[config.mk]
export PLATFORM = sky130hd
export DESIGN_NAME = pps_timestamp_clock
export DESIGN_NICKNAME = d
export VERILOG_FILES = /design/src/rtl/pps_timestamp_clock.sv
export SDC_FILE = /design/constraint.sdc
export NUM_CORES = 1
export LEC_CHECK = 0
export BUFFER_PORTS_ARGS = -buffer_cell sky130_fd_sc_hd__buf_2
export CELL_PAD_IN_SITES_DETAIL_PLACEMENT = 1
export CELL_PAD_IN_SITES_GLOBAL_PLACEMENT = 1
export CORE_UTILIZATION = 49
export DETAILED_ROUTE_END_ITERATION = 8
export HOLD_SLACK_MARGIN = 0.05
export PLACE_DENSITY_LB_ADDON = 0.1
export SETUP_SLACK_MARGIN = 0.02
export SLEW_MARGIN = 20
export SYNTH_ARGS = -nofsm -noshare
export SYNTH_HDL_FRONTEND = slang
export SYNTH_SLANG_ARGS = --single-unit
export TNS_END_PERCENT = 10
[constraint.sdc]
create_clock -name clk -period 23.2 [get_ports clk]
set_input_delay 0 -clock clk [delete_from_list [all_inputs] [get_ports clk]]
set_output_delay 0 -clock clk [all_outputs]
set_load 0.1 [all_outputs]
[src/rtl/pps_timestamp_clock.sv]
module pps_timestamp_clock #(
  parameter int DAY_SECONDS = 86400,
  parameter int MJD_DIGITS  = 3
) (
  input  logic                         clk,
  input  logic                         rst_n,
  input  logic                         pps_int,
  input  logic                         pps_ext,
  input  logic                         pps_src,
  input  logic                         wr_en,
  input  logic [$clog2(DAY_SECONDS)-1:0] wr_sod,
  input  logic [4*MJD_DIGITS-1:0]      wr_mjd,
  output logic [$clog2(DAY_SECONDS)-1:0] sod_bin,
  output logic [4*((DAY_SECONDS > 10000) ? 5 : 4)-1:0] sod_bcd,
  output logic [4*MJD_DIGITS-1:0]      mjd_bcd,
  output logic                         time_valid
);

  function automatic int digits_of(input int v);
    int n;
    n = 1;
    while (v >= 10) begin
      v = v / 10;
      n++;
    end
    return n;
  endfunction

  localparam int SOD_W      = $clog2(DAY_SECONDS);
  localparam int SOD_DIGITS = (DAY_SECONDS > 10000) ? 5 : 4;
  localparam int SOD_BCD_W  = 4 * SOD_DIGITS;
  localparam int MJD_W      = 4 * MJD_DIGITS;
  localparam int NEED_DIG   = digits_of(DAY_SECONDS - 1);
  localparam logic [SOD_W-1:0] SOD_LAST = SOD_W'(DAY_SECONDS - 1);

  initial begin
    if (NEED_DIG > SOD_DIGITS) $error("DAY_SECONDS needs more BCD digits than provided");
  end

  function automatic logic [SOD_BCD_W-1:0] to_bcd(input logic [SOD_W-1:0] b);
    logic [SOD_BCD_W-1:0] r;
    r = '0;
    for (int i = SOD_W - 1; i >= 0; i--) begin
      for (int d = 0; d < SOD_DIGITS; d++) begin
        if (r[4*d +: 4] >= 4'd5) r[4*d +: 4] = r[4*d +: 4] + 4'd3;
      end
      r = {r[SOD_BCD_W-2:0], b[i]};
    end
    return r;
  endfunction

  function automatic logic digits_ok(input logic [MJD_W-1:0] v);
    logic ok;
    ok = 1'b1;
    for (int d = 0; d < MJD_DIGITS; d++) begin
      if (v[4*d +: 4] > 4'd9) ok = 1'b0;
    end
    return ok;
  endfunction

  logic                 pps_lvl, pps_prev, pps_edge;
  logic                 wr_ok, day_end;
  logic                 stg_pend;
  logic [SOD_W-1:0]     stg_sod;
  logic [SOD_BCD_W-1:0] stg_sod_bcd;
  logic [MJD_W-1:0]     stg_mjd;
  logic [SOD_W-1:0]     sod_q;
  logic [SOD_BCD_W-1:0] sod_bcd_q, sod_bcd_nx;
  logic [MJD_W-1:0]     mjd_q, mjd_nx;
  logic                 valid_q;
  logic [SOD_DIGITS-1:0] sod_cin;
  logic [MJD_DIGITS-1:0] mjd_cin;

  assign pps_lvl  = pps_src ? pps_ext : pps_int;
  assign pps_edge = pps_lvl & ~pps_prev;
  assign wr_ok    = wr_en && (wr_sod <= SOD_LAST) && digits_ok(wr_mjd);
  assign day_end  = (sod_q == SOD_LAST);

  genvar g;
  generate
    for (g = 0; g < SOD_DIGITS; g++) begin : g_sod_dig
      if (g == 0) begin : g_first
        assign sod_cin[g] = 1'b1;
      end else begin : g_rest
        assign sod_cin[g] = sod_cin[g-1] & (sod_bcd_q[4*(g-1) +: 4] == 4'd9);
      end
      assign sod_bcd_nx[4*g +: 4] = !sod_cin[g] ? sod_bcd_q[4*g +: 4] :
                                    (sod_bcd_q[4*g +: 4] == 4'd9) ? 4'd0 :
                                    sod_bcd_q[4*g +: 4] + 4'd1;
    end
    for (g = 0; g < MJD_DIGITS; g++) begin : g_mjd_dig
      if (g == 0) begin : g_first
        assign mjd_cin[g] = 1'b1;
      end else begin : g_rest
        assign mjd_cin[g] = mjd_cin[g-1] & (mjd_q[4*(g-1) +: 4] == 4'd9);
      end
      assign mjd_nx[4*g +: 4] = !mjd_cin[g] ? mjd_q[4*g +: 4] :
                                (mjd_q[4*g +: 4] == 4'd9) ? 4'd0 :
                                mjd_q[4*g +: 4] + 4'd1;
    end
  endgenerate

  always_ff @(posedge clk) begin
    if (!rst_n) pps_prev <= 1'b0;
    else        pps_prev <= pps_lvl;
  end

  always_ff @(posedge clk) begin
    if (!rst_n) begin
      stg_pend    <= 1'b0;
      stg_sod     <= '0;
      stg_sod_bcd <= '0;
      stg_mjd     <= '0;
    end else if (wr_ok) begin
      stg_pend    <= 1'b1;
      stg_sod     <= wr_sod;
      stg_sod_bcd <= to_bcd(wr_sod);
      stg_mjd     <= wr_mjd;
    end else if (pps_edge) begin
      stg_pend    <= 1'b0;
    end
  end

  always_ff @(posedge clk) begin
    if (!rst_n) begin
      sod_q     <= '0;
      sod_bcd_q <= '0;
      mjd_q     <= '0;
      valid_q   <= 1'b0;
    end else if (pps_edge) begin
      if (stg_pend) begin
        sod_q     <= stg_sod;
        sod_bcd_q <= stg_sod_bcd;
        mjd_q     <= stg_mjd;
        valid_q   <= 1'b1;
      end else if (valid_q) begin
        if (day_end) begin
          sod_q     <= '0;
          sod_bcd_q <= '0;
          mjd_q     <= mjd_nx;
        end else begin
          sod_q     <= sod_q + 1'b1;
          sod_bcd_q <= sod_bcd_nx;
        end
      end
    end
  end

  assign sod_bin    = sod_q;
  assign sod_bcd    = sod_bcd_q;
  assign mjd_bcd    = mjd_q;
  assign time_valid = valid_q;

endmodule

### Word-level counts from Yosys, hierarchy flattened

Index checks and enable logic that the tools add are counted.

* input port bits: 35
* output and inout port bits: 50
* word-level logic and storage cells: 282
* register bits after elaboration: 101

* bitwise operators: 6
* $add $sub $neg: 49
* muxes and demuxes: 139
* eq/ne operators: 9
* order comparisons: 44
* reductions and logical operators: 20

Operator list (count)
* two-way mux 4 bit: 120
* greater-or-equal comparator 4 x 3 -> 1 bit (second input constant): 35
* adder 4 x 2 -> 4 bit (second input constant): 34
* two-way mux 20 bit: 3
* two-way mux 17 bit: 3
* two-way mux 12 bit: 3
* adder 4 x 1 -> 4 bit (second input constant): 8
* == test 4 bit (second input constant): 8
* adder 17 x 1 -> 17 bit (second input constant): 1
* == test 17 bit (second input constant): 1
* <= comparator 17 bit (second input constant): 1
* adder 3 x 2 -> 4 bit (second input constant): 4
* greater-or-equal comparator 3 bit (second input constant): 5
* AND reduction 3 bit: 5
* > comparator 4 bit (second input constant): 3
* two-way mux 3 bit: 4
* nonzero test 3 bit: 4
* nonzero test 2 bit: 5
* AND reduction 4 bit: 2
* adder 3 x 2 -> 3 bit (second input constant): 2
* two-way mux 1 bit: 6
* AND 1 bit: 5
* AND reduction 2 bit: 2
* logical AND 1 bit: 2
* NOT 1 bit: 1

### Depth between registers and ports, before layout

* depth after elaboration: 57
* mapped depth: 66
* gate-level depth less buffers: 62

### Least setup slack after synthesis

OpenSTA, ideal clock, no wires.

* path kind: input -> register
* start: in wr_sod[15]
* end: reg stg_sod_bcd[18]
* arrival time: 11.173 ns
* required time: 23.105 ns
* buffers on the path: 3
* setup time: 0.095 ns
* slack: 11.932 ns
* stages on the path: 63
* path through: buf_6 > inv_1 > ha_1 > o21bai_1 > mux2_2 > ha_1 > nand2b_1 > or4b_1 > buf_2 > a221o_2 > ha_1 > nor2_1 > nor2_1 > mux2i_2 > inv_2 > ha_1 > o21ai_0 > nor2_1 > [... 27 more ...] > ha_1 > o21ai_0 > o211ai_1 > a41oi_2 > nor2_1 > inv_1 > ha_1 > a21oi_1 > o211ai_1 > a21boi_2 > a21oi_1 > xnor2_1 > ha_1 > nand2b_1 > nand2_1 > nand3_1 > or2_0 > o311ai_1

* cells in the longest elaborated chain, start to end: 54
* elaborated cells on any way between the ends: 151
* classes of those cells: add/sub: 30; order compare: 31; mux: 88; reduce/logical: 2

RTL lines
* start, declared: line 11 `input logic [$clog2(DAY_SECONDS)-1:0] wr_sod,`
* adder 3 x 2 -> 4 bit or greater-or-equal comparator 3 bit (tied branches): line 45 `if (r[4*d +: 4] >= 4'd5) r[4*d +: 4] = r[4*d +: 4] + 4'd3;`
* two-way mux 4 bit: line 45
* two-way mux 4 bit: line 114 `end else if (wr_ok) begin`
* two-way mux 4 bit: line 109 `if (!rst_n) begin`
* adder 4 x 2 -> 4 bit or greater-or-equal comparator 4 x 3 -> 1 bit (tied branches): line 45
* two-way mux 4 bit: line 45
* two-way mux 4 bit: line 114
* two-way mux 4 bit: line 109
* [... 38 more ...]
* two-way mux 4 bit: line 114
* two-way mux 4 bit: line 109
* adder 4 x 2 -> 4 bit (tied with other cells): line 45
* two-way mux 4 bit or two-way mux 3 bit (tied branches): line 45
* two-way mux 4 bit or two-way mux 3 bit (tied branches): line 114
* two-way mux 4 bit or two-way mux 3 bit (tied branches): line 109
* greater-or-equal comparator 4 x 3 -> 1 bit or adder 3 x 2 -> 3 bit (tied branches): line 45
* two-way mux 3 bit: line 45
* end signal, assigned: line 117 `stg_sod_bcd <= to_bcd(wr_sod);`
* end, declared: line 65 `logic [SOD_BCD_W-1:0] stg_sod_bcd;`

Parallel ways exist; a longest one is shown, timed or not. The select of a mux whose other input is x is not followed.
A chain may end at the register's enable or synchronous reset.

### Worst setup path in the final report

Ends and elaborated chain as after synthesis.

==> flow_metrics.tcl <==
set metrics [dict create \
    arrival_ns 12.96 \
    skew_ns 0.0104 \
    crit_path_start_kind "input port" \
    synth_async_sr_flop_share_pct 0 \
    rows 53 \
    clock_sinks 100 \
    drt_iter0_markers 597 \
    ys_seq_area_share_pct 18.6 \
    slew_viol_final 0 \
    nNetsFinal 1616 \
    final_core_util_pct 55.3 \
    drtAntennaViolNets 0 \
    fin_crit_ns 12.69 \
    multi_input_area_um2 8150 \
    port_buffers 84 \
    status "finished clean" \
    post_cts_resized 0 \
    die_y_um 150 \
    placed_cell_area_um2 11200 \
    finalWeightedCongestion 0.918 \
    hold_violations 0 \
    setup_tns_ns 0 \
    hold-path-endpoint "stg_sod[15]" \
    yosysMostFrequentCell "nor2_1" \
    syn_nets 1581 \
    htree_levels 3 \
    synth_flop_cell "dfxtp_1" \
    die_width_um 150 \
    fmax_ghz 0.0788 \
    setup_viol_count_final 0 \
    gr-total-overflow 0 \
    hold_path_startpoint "wr_sod[15]" \
    drive_above_1_share_pct 14.2 \
    period_share_pct 54.7 \
    vias_per_cell 6.49 \
    place_hpwl_mm 24.8 \
    min_path_type "in2reg" \
    antenna_found_initial 2 \
    firstDrtPassIters 5 \
    grt_pass1_vias 11700 \
    max_slew_margin_pct 30.3 \
    rsz0062_at_grt "no" \
    drc_errors 0 \
    crit_fanout 10 \
    synth_top_area_share_pct 18.6 \
    max-cap-violations 0 \
    coreArea_um2 21300 \
    root_buffer "clkbuf_16" \
    insertion_delay_ns 0.36 \
    r2r_start "pps_prev" \
    synthTopCellsByCount "nor2_1 (195), a21oi_1 (135), nand2_1 (119)" \
    cts_buffers 9 \
    synth_edf_count 0 \
    synth.largest_area_cell "dfxtp_1" \
    synth_warnings 0 \
    rr_endpoint "sod_bcd[17]" \
    synth_cell_types 119 \
    clockBufferDepth 2 \
    hold_ws_ns 0.0449 \
    holdPathStages 3 \
    path_buf_inv 6 \
    crit_required_ns 23.47 \
    cts.clk_slew.worst_paths_ns 0.07 \
    critPathCaptureType "flip-flop" \
    dr_total_vias 11800 \
    postSynthAreaPerCell_um2 7.15 \
    syn-cell-area_um2 10800 \
    initial_core_util_pct 50.6 \
    syn2layout_area_growth_pct 9.24 \
    dieArea_um2 22600 \
    pin_count 85 \
    grt_start_max_net_pins 81 \
    r2r_cells 7 \
    avgRoutedWirePerCell_um 19.1 \
    slowest_delay_ns 0.57 \
    critPathKind "in2reg" \
    synth_seq_cells 100 \
    fillers 2813 \
    max_slew.worst_pin.slew_ns 1.04 \
    totalWireLength_mm 34.9 \
    cts_tree "done" \
    seqCellArea_um2 2000 \
    grt_pass1_wl_mm 57.4 \
    critPathSlowestCell "or4b_1" \
    fin_area_um2 11800 \
    cp_top_family "compound AO/OA/AOI/OAI gates" \
    crit_top_cell "ha_1" \
    r2r_slack_ns 19.43 \
    yosys-top-cells-area "dfxtp_1 (19%), nor2_1 (6.8%), a21oi_1 (6.3%)" \
    grt_use_total_pct 30.8 \
    synthCells 1507 \
]
[stage by stage]
stage	worst slack (ns)	instances
2_1_floorplan	11.93	1507
3_3_place_gp	11.00	1787
3_5_place_dp	10.37	1787
4_1_cts	10.66	1821
5_1_grt	9.61	1823
6_report	10.51	1823
[cells in the final DEF (no fill, tap or decap), drive strengths merged, types with 8 or more instances in the layout]
cell type    netlist  layout
or2               20      20
o21a              12      12
o21ai            116     116
buf               22      93
nor2             198     198
inv               62      64
mux2i             50      50
o211ai            33      33
nand3             54      54
nor3              49      49
nor4               8       8
nand4             17      17
a31oi             23      23
a32oi              8       8
or3               13      13
mux2              15      15
a21oi            139     139
a221oi             9       9
xnor2             22      22
a21o               8       8
dlygate4sd3        0      18
and3              20      20
a22oi             11      11
o31ai             19      19
a211oi            43      43
dfxtp            100     100
and2              11      11
o22ai             15      15
nand2b            17      17
nor3b              8       8
ha                39      39
o221ai            11      11
o211a              8       8
nand2            120     120
clkbuf            66      11
a211o             11      11
a2111oi            9       9
[worst min-delay path, delay by kind of cell]
| family | cells | cell delay, ns |
|---|---|---|
| multiplexers | 1 | 0.10 |
| AND/OR/NAND/NOR | 1 | 0.08 |
| buffers and inverters | 1 | 0.19 |
[sequential cells by signal (all words and copies together), names as in the netlist]
name,cells
sod_bcd,20
stg_sod_bcd,19
sod_bin,17
stg_sod,17
mjd_bcd,12
stg_mjd,12
pps_prev,1
stg_pend,1
time_valid,1
[metal layers]
metal	routed length (um)	global-route usage (%)
met5	17	0
met4	548	8.13
met3	934	3.36
met2	17400	55.2
met1	16000	39.0
[timing repair]
action	in CTS	in global routing
hold endpoints to repair	19	0
buffers inserted	0	0
hold buffers	18	0
endpoints found under the setup margin	0	0
[area by class of cell]
cell class	count	share of cell area, %
Multi-Input combinational cell	1252	69.3
Sequential cell	100	17.0
Timing Repair Buffer	112	5.74
Inverter	67	2.14
Clock inverter	6	0.798
Antenna cell	1	0.0213
Clock buffer	10	2.03
Tap cell	275	2.92
[kinds of logic (layout without fill, tap and decap cells)]
| kind of cell | Yosys count | in the layout | share of synthesized area [%] |
|---|---|---|---|
| flops | 100 | 100 | 18.6 |
| compound gates | 558 | 558 | 36.7 |
| fa+ha+maj | 42 | 42 | 4.82 |
| mux | 65 | 65 | 6.47 |
| buf+inv | 155 | 195 | 5.86 |
| other cells | 0 | 1 | 0 |
| simple gates | 560 | 560 | 24.9 |
| xor+xnor | 27 | 27 | 2.60 |
[worst max-delay path by stage]
stage / startpoint / end / depth (start not counted)
after floorplan: wr_sod[15] / stg_sod_bcd[18] / 63
after global placement: wr_sod[15] / stg_sod_bcd[18] / 62
after detailed placement: wr_sod[15] / stg_sod_bcd[18] / 62
after CTS: wr_sod[15] / stg_sod_bcd[18] / 62
after global routing: wr_sod[15] / stg_sod_bcd[17] / 60
final: wr_sod[15] / stg_sod_bcd[18] / 62
Power is left out: the tool's default activity adds up to more than one toggle a clock period on the data nets, which glitch-free logic cannot reach.
